<file path="config.mk">
export PLATFORM = sky130hd
export DESIGN_NAME = ind_reg_port
export DESIGN_NICKNAME = d
export VERILOG_FILES = /design/src/rtl/ind_port_pkg.sv /design/src/rtl/acc_fsm.sv /design/src/rtl/reg_bank.sv /design/src/rtl/rsp_path.sv /design/src/rtl/ind_reg_port.sv
export SDC_FILE = /design/constraint.sdc
export NUM_CORES = 1
export LEC_CHECK = 0
export ABC_AREA = 1
export ABC_CLOCK_PERIOD_IN_PS = 2660
export BUFFER_PORTS_ARGS = -buffer_cell sky130_fd_sc_hd__buf_4
export CORE_MARGIN = 4
export CORE_UTILIZATION = 60
export DETAILED_ROUTE_END_ITERATION = 10
export PLACE_DENSITY = 0.77
export SYNTH_ARGS = -nofsm -noshare
export SYNTH_HDL_FRONTEND = slang
export SYNTH_SLANG_ARGS = --single-unit
</file>
<file path="constraint.sdc">
create_clock -name clk -period 2.66 [get_ports clk]
set_input_delay 0.266 -clock clk [delete_from_list [all_inputs] [get_ports clk]]
set_output_delay 0.266 -clock clk [all_outputs]
set_load 0.02 [all_outputs]
</file>
<file path="src/rtl/ind_port_pkg.sv">
package ind_port_pkg;
  typedef enum logic [1:0] {
    ST_PTR  = 2'd0,
    ST_DATA = 2'd1,
    ST_HOLD = 2'd2
  } acc_state_e;

  localparam logic [1:0] OFS_PORT_C = 2'd0;
  localparam logic [1:0] OFS_PORT_B = 2'd1;
  localparam logic [1:0] OFS_PORT_A = 2'd2;
  localparam logic [1:0] OFS_CTRL   = 2'd3;

  localparam logic [7:0] REG0_POR = 8'h01;
endpackage

</file>
<file path="src/rtl/acc_fsm.sv">
module acc_fsm
  import ind_port_pkg::*;
#(
  parameter int PTR_W = 6
) (
  input  logic             clk,
  input  logic             rst_n,
  input  logic             ctl_wr,
  input  logic             ctl_rd,
  input  logic [7:0]       wdata,
  output acc_state_e       state,
  output logic [PTR_W-1:0] ptr,
  output logic             bank_we,
  output logic             bank_clr,
  output logic [PTR_W-1:0] bank_addr
);
  acc_state_e       nxt_state;
  logic [PTR_W-1:0] nxt_ptr;

  assign bank_addr = (state == ST_HOLD) ? '0 : ptr;

  always_comb begin
    nxt_state = state;
    nxt_ptr   = ptr;
    bank_we   = 1'b0;
    bank_clr  = 1'b0;
    if (ctl_wr) begin
      unique case (state)
        ST_PTR: begin
          nxt_ptr   = wdata[PTR_W-1:0];
          nxt_state = ST_DATA;
        end
        ST_DATA: begin
          bank_we = 1'b1;
          if (ptr == '0 && wdata[0]) begin
            bank_clr  = 1'b1;
            nxt_state = ST_HOLD;
          end else begin
            nxt_state = ST_PTR;
          end
        end
        ST_HOLD: begin
          if (!wdata[0]) begin
            bank_we   = 1'b1;
            nxt_state = ST_PTR;
          end
        end
        default: nxt_state = ST_HOLD;
      endcase
    end else if (ctl_rd && state == ST_DATA) begin
      nxt_state = ST_PTR;
    end
  end

  always_ff @(posedge clk or negedge rst_n) begin
    if (!rst_n) begin
      state <= ST_HOLD;
      ptr   <= '0;
    end else begin
      state <= nxt_state;
      ptr   <= nxt_ptr;
    end
  end

  p_hold_exit_r2: assert property (@(posedge clk) disable iff (!rst_n)
    (state == ST_HOLD && ctl_wr && !wdata[0]) |=> state == ST_PTR);

  p_hold_stays_r2: assert property (@(posedge clk) disable iff (!rst_n)
    (state == ST_HOLD && ctl_wr && wdata[0]) |=> state == ST_HOLD);

  p_ptr_load_r3: assert property (@(posedge clk) disable iff (!rst_n)
    (state == ST_PTR && ctl_wr) |=> (state == ST_DATA && ptr == $past(wdata[PTR_W-1:0])));

  p_rd_idle_r5: assert property (@(posedge clk) disable iff (!rst_n)
    (state == ST_PTR && ctl_rd && !ctl_wr) |=> (state == ST_PTR && $stable(ptr)));

  p_rd_data_r5: assert property (@(posedge clk) disable iff (!rst_n)
    (state == ST_DATA && ctl_rd && !ctl_wr) |=> state == ST_PTR);

  p_no_ctl_r8: assert property (@(posedge clk) disable iff (!rst_n)
    (!ctl_wr && !ctl_rd) |=> ($stable(state) && $stable(ptr)));
endmodule

</file>
<file path="src/rtl/reg_bank.sv">
module reg_bank
  import ind_port_pkg::*;
#(
  parameter int NREG  = 64,
  parameter int PTR_W = 6
) (
  input  logic             clk,
  input  logic             rst_n,
  input  logic             we,
  input  logic             clr,
  input  logic [PTR_W-1:0] addr,
  input  logic [7:0]       wdata,
  output logic [7:0]       rd_data
);
  logic [7:0] mem [NREG];

  always_ff @(posedge clk or negedge rst_n) begin
    if (!rst_n) begin
      for (int i = 0; i < NREG; i++) mem[i] <= (i == 0) ? REG0_POR : 8'h00;
    end else begin
      for (int i = 0; i < NREG; i++) begin
        if (we && addr == PTR_W'(i)) mem[i] <= wdata;
        else if (clr)                mem[i] <= 8'h00;
      end
    end
  end

  assign rd_data = mem[addr];

  p_write_lands_r4: assert property (@(posedge clk) disable iff (!rst_n)
    we |=> mem[$past(addr)] == $past(wdata));

  p_clear_top_r6: assert property (@(posedge clk) disable iff (!rst_n)
    (clr && addr != PTR_W'(NREG-1)) |=> mem[NREG-1] == 8'h00);
endmodule

</file>
<file path="src/rtl/rsp_path.sv">
module rsp_path
  import ind_port_pkg::*;
(
  input  logic       clk,
  input  logic       rst_n,
  input  logic       rd,
  input  logic [1:0] addr,
  input  logic [7:0] port_a,
  input  logic [7:0] port_b,
  input  logic [7:0] port_c,
  input  logic [7:0] bank_data,
  output logic       rvalid,
  output logic [7:0] rdata
);
  logic [7:0] sel;

  always_comb begin
    unique case (addr)
      OFS_PORT_C: sel = port_c;
      OFS_PORT_B: sel = port_b;
      OFS_PORT_A: sel = port_a;
      default:    sel = bank_data;
    endcase
  end

  always_ff @(posedge clk or negedge rst_n) begin
    if (!rst_n) begin
      rvalid <= 1'b0;
      rdata  <= 8'h00;
    end else begin
      rvalid <= rd;
      if (rd) rdata <= sel;
    end
  end

  p_one_rsp_r9: assert property (@(posedge clk) disable iff (!rst_n)
    rd |=> rvalid);

  p_no_spurious_r9: assert property (@(posedge clk) disable iff (!rst_n)
    !rd |=> !rvalid);
endmodule

</file>
<file path="src/rtl/ind_reg_port.sv">
module ind_reg_port
  import ind_port_pkg::*;
#(
  parameter int NREG = 64
) (
  input  logic       clk,
  input  logic       rst_n,
  input  logic [1:0] host_addr,
  input  logic       host_wr,
  input  logic       host_rd,
  input  logic [7:0] host_wdata,
  output logic [7:0] host_rdata,
  output logic       host_rvalid,
  input  logic [7:0] port_a_in,
  input  logic [7:0] port_b_in,
  input  logic [7:0] port_c_in,
  output logic       in_reset
);
  localparam int PTR_W = (NREG > 1) ? $clog2(NREG) : 1;

  logic             rd_ok, ctl_wr, ctl_rd;
  acc_state_e       state;
  logic [PTR_W-1:0] ptr, bank_addr;
  logic             bank_we, bank_clr;
  logic [7:0]       bank_data;

  assign rd_ok  = host_rd && !host_wr;
  assign ctl_wr = host_wr && host_addr == OFS_CTRL;
  assign ctl_rd = rd_ok && host_addr == OFS_CTRL;

  acc_fsm #(.PTR_W(PTR_W)) u_fsm (
    .clk(clk), .rst_n(rst_n), .ctl_wr(ctl_wr), .ctl_rd(ctl_rd),
    .wdata(host_wdata), .state(state), .ptr(ptr), .bank_we(bank_we),
    .bank_clr(bank_clr), .bank_addr(bank_addr)
  );

  reg_bank #(.NREG(NREG), .PTR_W(PTR_W)) u_bank (
    .clk(clk), .rst_n(rst_n), .we(bank_we), .clr(bank_clr),
    .addr(bank_addr), .wdata(host_wdata), .rd_data(bank_data)
  );

  rsp_path u_rsp (
    .clk(clk), .rst_n(rst_n), .rd(rd_ok), .addr(host_addr),
    .port_a(port_a_in), .port_b(port_b_in), .port_c(port_c_in),
    .bank_data(bank_data), .rvalid(host_rvalid), .rdata(host_rdata)
  );

  assign in_reset = (state == ST_HOLD);

  p_both_no_rsp_r9: assert property (@(posedge clk) disable iff (!rst_n)
    (host_wr && host_rd) |=> !host_rvalid);

  p_enter_hold_r6: assert property (@(posedge clk) disable iff (!rst_n)
    (ctl_wr && state == ST_DATA && ptr == '0 && host_wdata[0]) |=> in_reset);
endmodule

</file>
Word level (Yosys, flattened, before mapping)
Index checks and enable logic that the tools add are counted.

word-level totals
  register bits after elaboration = 529
  output and inout bits = 10
  logic and storage cells = 361

cells by class
  $lt $le $gt $ge = 1
  eq/ne operators = 69
  muxes and demuxes = 81
  bitwise operators = 1
  reduce and logical (&&, ||, !) cells = 141

operator list
  operator                                             count
  2-to-1 mux 8 bit                                     67
  equality test 6 bit, second input constant           32
  nonzero test 2 bit                                   65
  equality test 6 x 5 -> 1 bit, second input constant  16
  logical AND 1 bit                                    69
  binary-select mux 8 bit (select 6 bit)               1
  equality test 6 x 4 -> 1 bit, second input constant  8
  equality test 6 x 3 -> 1 bit, second input constant  4
  case mux 8 bit (3 select lines)                      1
  equality test 6 x 2 -> 1 bit, second input constant  2
  zero test 6 bit                                      2
  2-to-1 mux 2 bit                                     4
  >= comparator 7 bit, second input constant           1
  NOT 6 -> 7 bit                                       1
  equality test 2 bit, second input constant           3
  equality test 6 x 1 -> 1 bit, second input constant  1
  2-to-1 mux 6 bit                                     1
  case mux 2 bit (3 select lines)                      1
  2-to-1 mux 1 bit                                     5
  equality test 2 x 1 -> 1 bit, second input constant  2
  zero test 2 bit                                      2
  AND reduction 2 bit                                  2
  != test 3 bit, second input constant                 1
  case mux 1 bit (2 select lines)                      1
  zero test 1 bit                                      1

Depth between registers and ports, before layout
  word-level depth = 7
  mapped depth = 19
  depth with buffers taken out = 16

Modules after synthesis
A second synthesis with hierarchy kept.

second synthesis, totals
  cells, all modules = 3383
  area total of the unflattened synthesis = 25942.4 um^2

modules (own cells, without submodules)
  module        instances  cells an instance  area each (um^2)  seq. area each (um^2)
  reg_bank      1          3220               24828.8           12813.5
  rsp_path      1          89                 564.3             225.2
  acc_fsm       1          66                 514.2             201.4
  ind_reg_port  1          8                  35.0              0.0

Worst setup path after synthesis
OpenSTA, ideal clock, no wires.

  kind = register to register
  from = reg u_fsm.state[1]
  to = reg u_bank.mem[15] (netlist name)
  arrival = 2.141 ns
  data required time = 2.528 ns
  path slack = 0.386 ns
  cell stages (with the launch flop) = 12
  buffers on the path = 3
  clock period less this slack = 2.274 ns
  path through = dfstp_2 -> ha_1 -> buf_6 -> inv_4 -> o21ai_2 -> nand3_4 -> nor2_4 -> buf_6 -> nand2_2 -> buf_2 -> nand3_1 -> o21ai_1

between the ends
  longest elaborated chain between the ends = 5

RTL lines
  element                                                              RTL line                       RTL
  start: declaration                                                   acc_fsm.sv:11                  output acc_state_e state,
  start signal: assignment                                             acc_fsm.sv:60                  state <= nxt_state;
  equality test 2 bit (*)                                              -
  net in_reset                                                         ind_reg_port.sv:17             output logic in_reset
  2-to-1 mux 6 bit or case mux 1 bit (2 select lines) (tied branches)  acc_fsm.sv:20, acc_fsm.sv:28
  equality test 6 bit or 2-to-1 mux 1 bit (tied branches)              reg_bank.sv:22, acc_fsm.sv:27
  logical AND 1 bit (*)                                                reg_bank.sv:22                 if (we && addr == PTR_W'(i)) mem[i] <= wdata;
  2-to-1 mux 8 bit or nonzero test 2 bit (tied branches)               -
  end signal: indexed assignment                                       reg_bank.sv:22
  end: declaration                                                     reg_bank.sv:15                 logic [7:0] mem [NREG];

The timed path passes the listed nets; every way through them passes the cells marked *.
A chain may end at the register's enable or synchronous reset.

Worst setup path in the final report
  from = reg u_fsm.state[1]
  to = reg u_rsp.rdata[2]

between the ends
  longest elaborated chain between the ends = 7

RTL lines
  element                                               RTL line        RTL
  equality test 2 bit                                   acc_fsm.sv:20   assign bank_addr = (state == ST_HOLD) ? '0 : ptr;
  2-to-1 mux 6 bit                                      acc_fsm.sv:20
  NOT 6 -> 7 bit (not written as such)                  reg_bank.sv:28  assign rd_data = mem[addr];
  binary-select mux 8 bit (select 6 bit)                reg_bank.sv:28
  2-to-1 mux 8 bit (not written as such) (2 in series)  reg_bank.sv:28
  case mux 8 bit (3 select lines)                       rsp_path.sv:18  unique case (addr)
  end signal: assignment                                rsp_path.sv:32  if (rd) rdata <= sel;
  end: declaration                                      rsp_path.sv:13  output logic [7:0] rdata

No other way between the ends. The select of a mux whose other input is x is not followed.

==> summary.txt <==
Placed design
  – Number of port buffers: 47
  – HPWL Detailed: 52400 um
  – Placed Area: 0.0273 mm^2
  – Placer Congestion: 1.00
  – Dpl cells: 3816

STA
  – Final hold viol count: 0
  – Hold WS: 0.0353 ns
  – Max frequency: 381 MHz
  – Slew Viols, Final: 0
  – Slew headroom: 0.393
  – Tightest Pin Transition: 0.911 ns
  – Fin Clk Skew: 0.0242 ns
  – Final setup fails: 0
  – RSZ-0062 raised after global routing: true
  – Final period utilization: 0.988
  – Minimum clock period: 2.63 ns

Min path
  – Min-delay worst type: primary input to flip-flop
  – Hold Path Depth: 3

Routing
  – Vias per cell: 6.17
  – Iteration-0 DRC count of the detailed router: 3091
  – DRC Markers: 0
  – Vias post-DR: 24200
  – Detailed Routing Iterations Pass 1: 5
  – Antenna viol nets, final: 0
  – Final wirelength: 82400 um
  – Routed length per placed instance: 21.0 um

Worst setup path
  – R2R depth: 17
  – Startpoint class of the critical path: flip-flop
  – CP Cell Sequence: ha_4 -> clkinv_4 -> nand2_8 -> buf_16 -> buf_4 -> nand2_1 -> nand2_1 -> nand2_1 -> nand2_1 -> nand2_1 -> nand2_1 -> nor2_2 -> nor2_1 -> nor2_1 -> nand3_2 -> nand2_1 -> nand2_1
  – Crit path capture: u_rsp.rdata[2]
  – Largest delay share family, worst path: simple AND/OR/NAND/NOR gates
  – Crit path capture type: flip-flop
  – Cell count along the critical path: 17
  – Reg2reg setup slack: 0.03 ns
  – Most frequent CP cell: nand2_1
  – Slowest cell on crit path: dfstp_2
  – Crit Path Class: flip-flop to flip-flop
  – Worst setup startpoint: u_fsm.state[1]
  – Worst path arrival time: 3.16 ns
  – CP max FO: 47
  – Worst R2R Start: u_fsm.state[1]
  – FF-to-FF End: u_rsp.rdata[2]
  – Slowest stage delay, CP: 0.57 ns
  – CP bufs+invs: 3
  – Required @ worst endpoint: 3.19 ns

Floorplanning
  – Die area: 0.0467 mm^2
  – Ports: 48
  – Row cnt: 75
  – Vert. Die Dim: 216 um
  – Die W: 216 um
  – Initial Utilization: 0.613
  – Area of the core: 0.0424 mm^2

Finish
  – # nets final: 3346
  – Layout cells sized above 1: 0.118
  – Layout area overhead: 13.3%
  – Commonest non-fill, non-tap cells in the layout: nand2_1, nand3_1, dfrtp_1
  – Final non-filler cell total: 3923
  – Antenna Cells: 0
  – Final Cell Area: 0.0295 mm^2
  – Most common cell after layout, fill and taps aside: nand2_1
  – Post-layout util: 0.695
  – Filler cell count: 3501

Yosys
  – Syn Nets: 3396
  – Top_reg_cell synth: dfrtp_1
  – Number of synthesized register bits: 529
  – Yosys Warn Count: 0
  – Synthesized area per cell: 7.75 um^2
  – Async SR Flop Fraction: 1.00
  – Synthesized netlist cell count: 3354
  – Post-synth cell types: 29
  – Post-synthesis instance area: 0.0260 mm^2
  – Sequential fraction of the synthesis area: 0.509
  – Post-synth EDFFs: 0

Clocking
  – CTS Buffer Depth: 3
  – Worst-Skew Late Latency: 0.61 ns
  – Clk slew on worst S/H paths: 0.06 ns
  – H-tree depth: 2
  – Clock sink count: 529
  – Root Buffer: clkbuf_16
  – CTS tree: done
  – CTS Buf Count: 54

GRT
  – Largest net degree at the start of global routing: 100
  – Initial antenna violation count: 0
  – First-pass GRT wire length: 130000 um
  – Grt ovf: 0
  – Vias in the first global route: 23200
  – All-Layer GR Usage: 0.349

Run
  – Max Cap Viol: 0

Pwr
  – Leakage power: 14.5 nW
  – Max rail drop VDD: 0.000541 V
  – Power Dens Cells: 735 mW/mm^2

Status
  – Status: complete, no violations
-- cells in the mapped netlist, types with 18 or more instances --
cell	count	area, um^2
clkbuf_1	142	533
inv_1	72	270
nand3_1	615	3080
o21ai_0	365	1830
dfrtp_1	527	13200
nand2_2	27	169
nand2_1	1075	4040
o22ai_1	39	244
nor2_1	84	315
o21ai_1	181	906
buf_1	18	67.6
buf_2	104	521
-- flip-flops by register name, indices dropped and copies added, names as in the netlist --
| name | cells |
|---|---|
| u_rsp.rvalid | 1 |
| u_rsp.rdata | 8 |
| u_fsm.state | 2 |
| u_fsm.ptr | 6 |
| u_bank.mem | 512 |
-- metal layers --
| layer | vias up | GRT usage | routed length (um) | part of all wire |
|---|---|---|---|---|
| met5 | - | 0 | 0 | 0 |
| met4 | 0 | 0.133 | 3290 | 0.040 |
| met3 | 255 | 0.0754 | 8040 | 0.098 |
| met2 | 1295 | 0.541 | 37900 | 0.46 |
| met1 | 11600 | 0.489 | 33200 | 0.40 |
| li1 | 11000 | - | - | - |
-- power by group --
group | total (mW) | switching, mW | internal [mW]
registers | 8.54 | 0.190 | 8.35
logic | 4.97 | 3.59 | 1.38
clock network | 8.14 | 3.27 | 4.87
-- logic make-up (layout without fill, tap and decap cells) --
kind of cell / count (synthesis) / in the layout / share of synthesized area
flip-flops: 529 / 529 / 0.509
AND/OR/NAND/NOR: 1858 / 1858 / 0.311
buffers and inverters: 364 / 356 / 0.0601
adder cells (fa/ha/maj): 4 / 4 / 0.00193
AO/OA/AOI/OAI: 599 / 599 / 0.118
-- layout make-up --
cell class / count / area [um^2] / area share
Clock inverter: 24 / 338 / 0.0115
Sequential cell: 529 / 13200 / 0.450
Timing Repair Buffer: 169 / 1850 / 0.0629
Multi-Input combinational cell: 2461 / 11400 / 0.387
Clock buffer: 74 / 1560 / 0.0529
Inverter: 89 / 339 / 0.0115
Tap cell: 577 / 722 / 0.0245
-- worst min-delay path by stage --
stage	start	end	slack, ns
2_1_floorplan	rst_n	u_bank.mem[0]	-0.03
3_3_place_gp	rst_n	u_bank.mem[221]	0.21
6_report	host_wdata[1]	u_bank.mem[313]	0.04
4_1_cts	host_rd	u_rsp.rvalid	0.003
3_5_place_dp	rst_n	u_bank.mem[223]	0.21
5_1_grt	host_rd	u_rsp.rvalid	0.04
-- worst reg2reg max path, cell delays in order, from the launching register on --
cell and delay [ns]:
dfstp_2 0.57, ha_4 0.16, clkinv_4 0.11, nand2_8 0.12, buf_16 0.21, buf_4 0.28, nand2_1 0.06, nand2_1 0.06
nand2_1 0.05, nand2_1 0.10, nand2_1 0.07, nand2_1 0.08, nor2_2 0.06, nor2_1 0.28, nor2_1 0.10, nand3_2 0.14
nand2_1 0.06, nand2_1 0.05
-- metrics by stage --
step	setup WS, ns	total power, mW	TNS (ns)
after global placement	-0.319	13.3	-0.451
after floorplan	0.386	11.1	0
after global routing	-0.0202	22.4	-0.0422
after detailed placement	-0.294	13.3	-0.514
final	0.0327	21.6	0
after CTS	-0.0182	21.4	-0.0462
-- timing repair --
item	4_1_cts	5_1_grt
hold endpoints to repair	50	0
pin swaps	2	10
resized for setup	12	51
hold buffers	2	0
setup endpoints to repair	13	257
setup buffers	2	5
gates cloned	0	1
No activity file was read; power rests on OpenSTA's default activity.
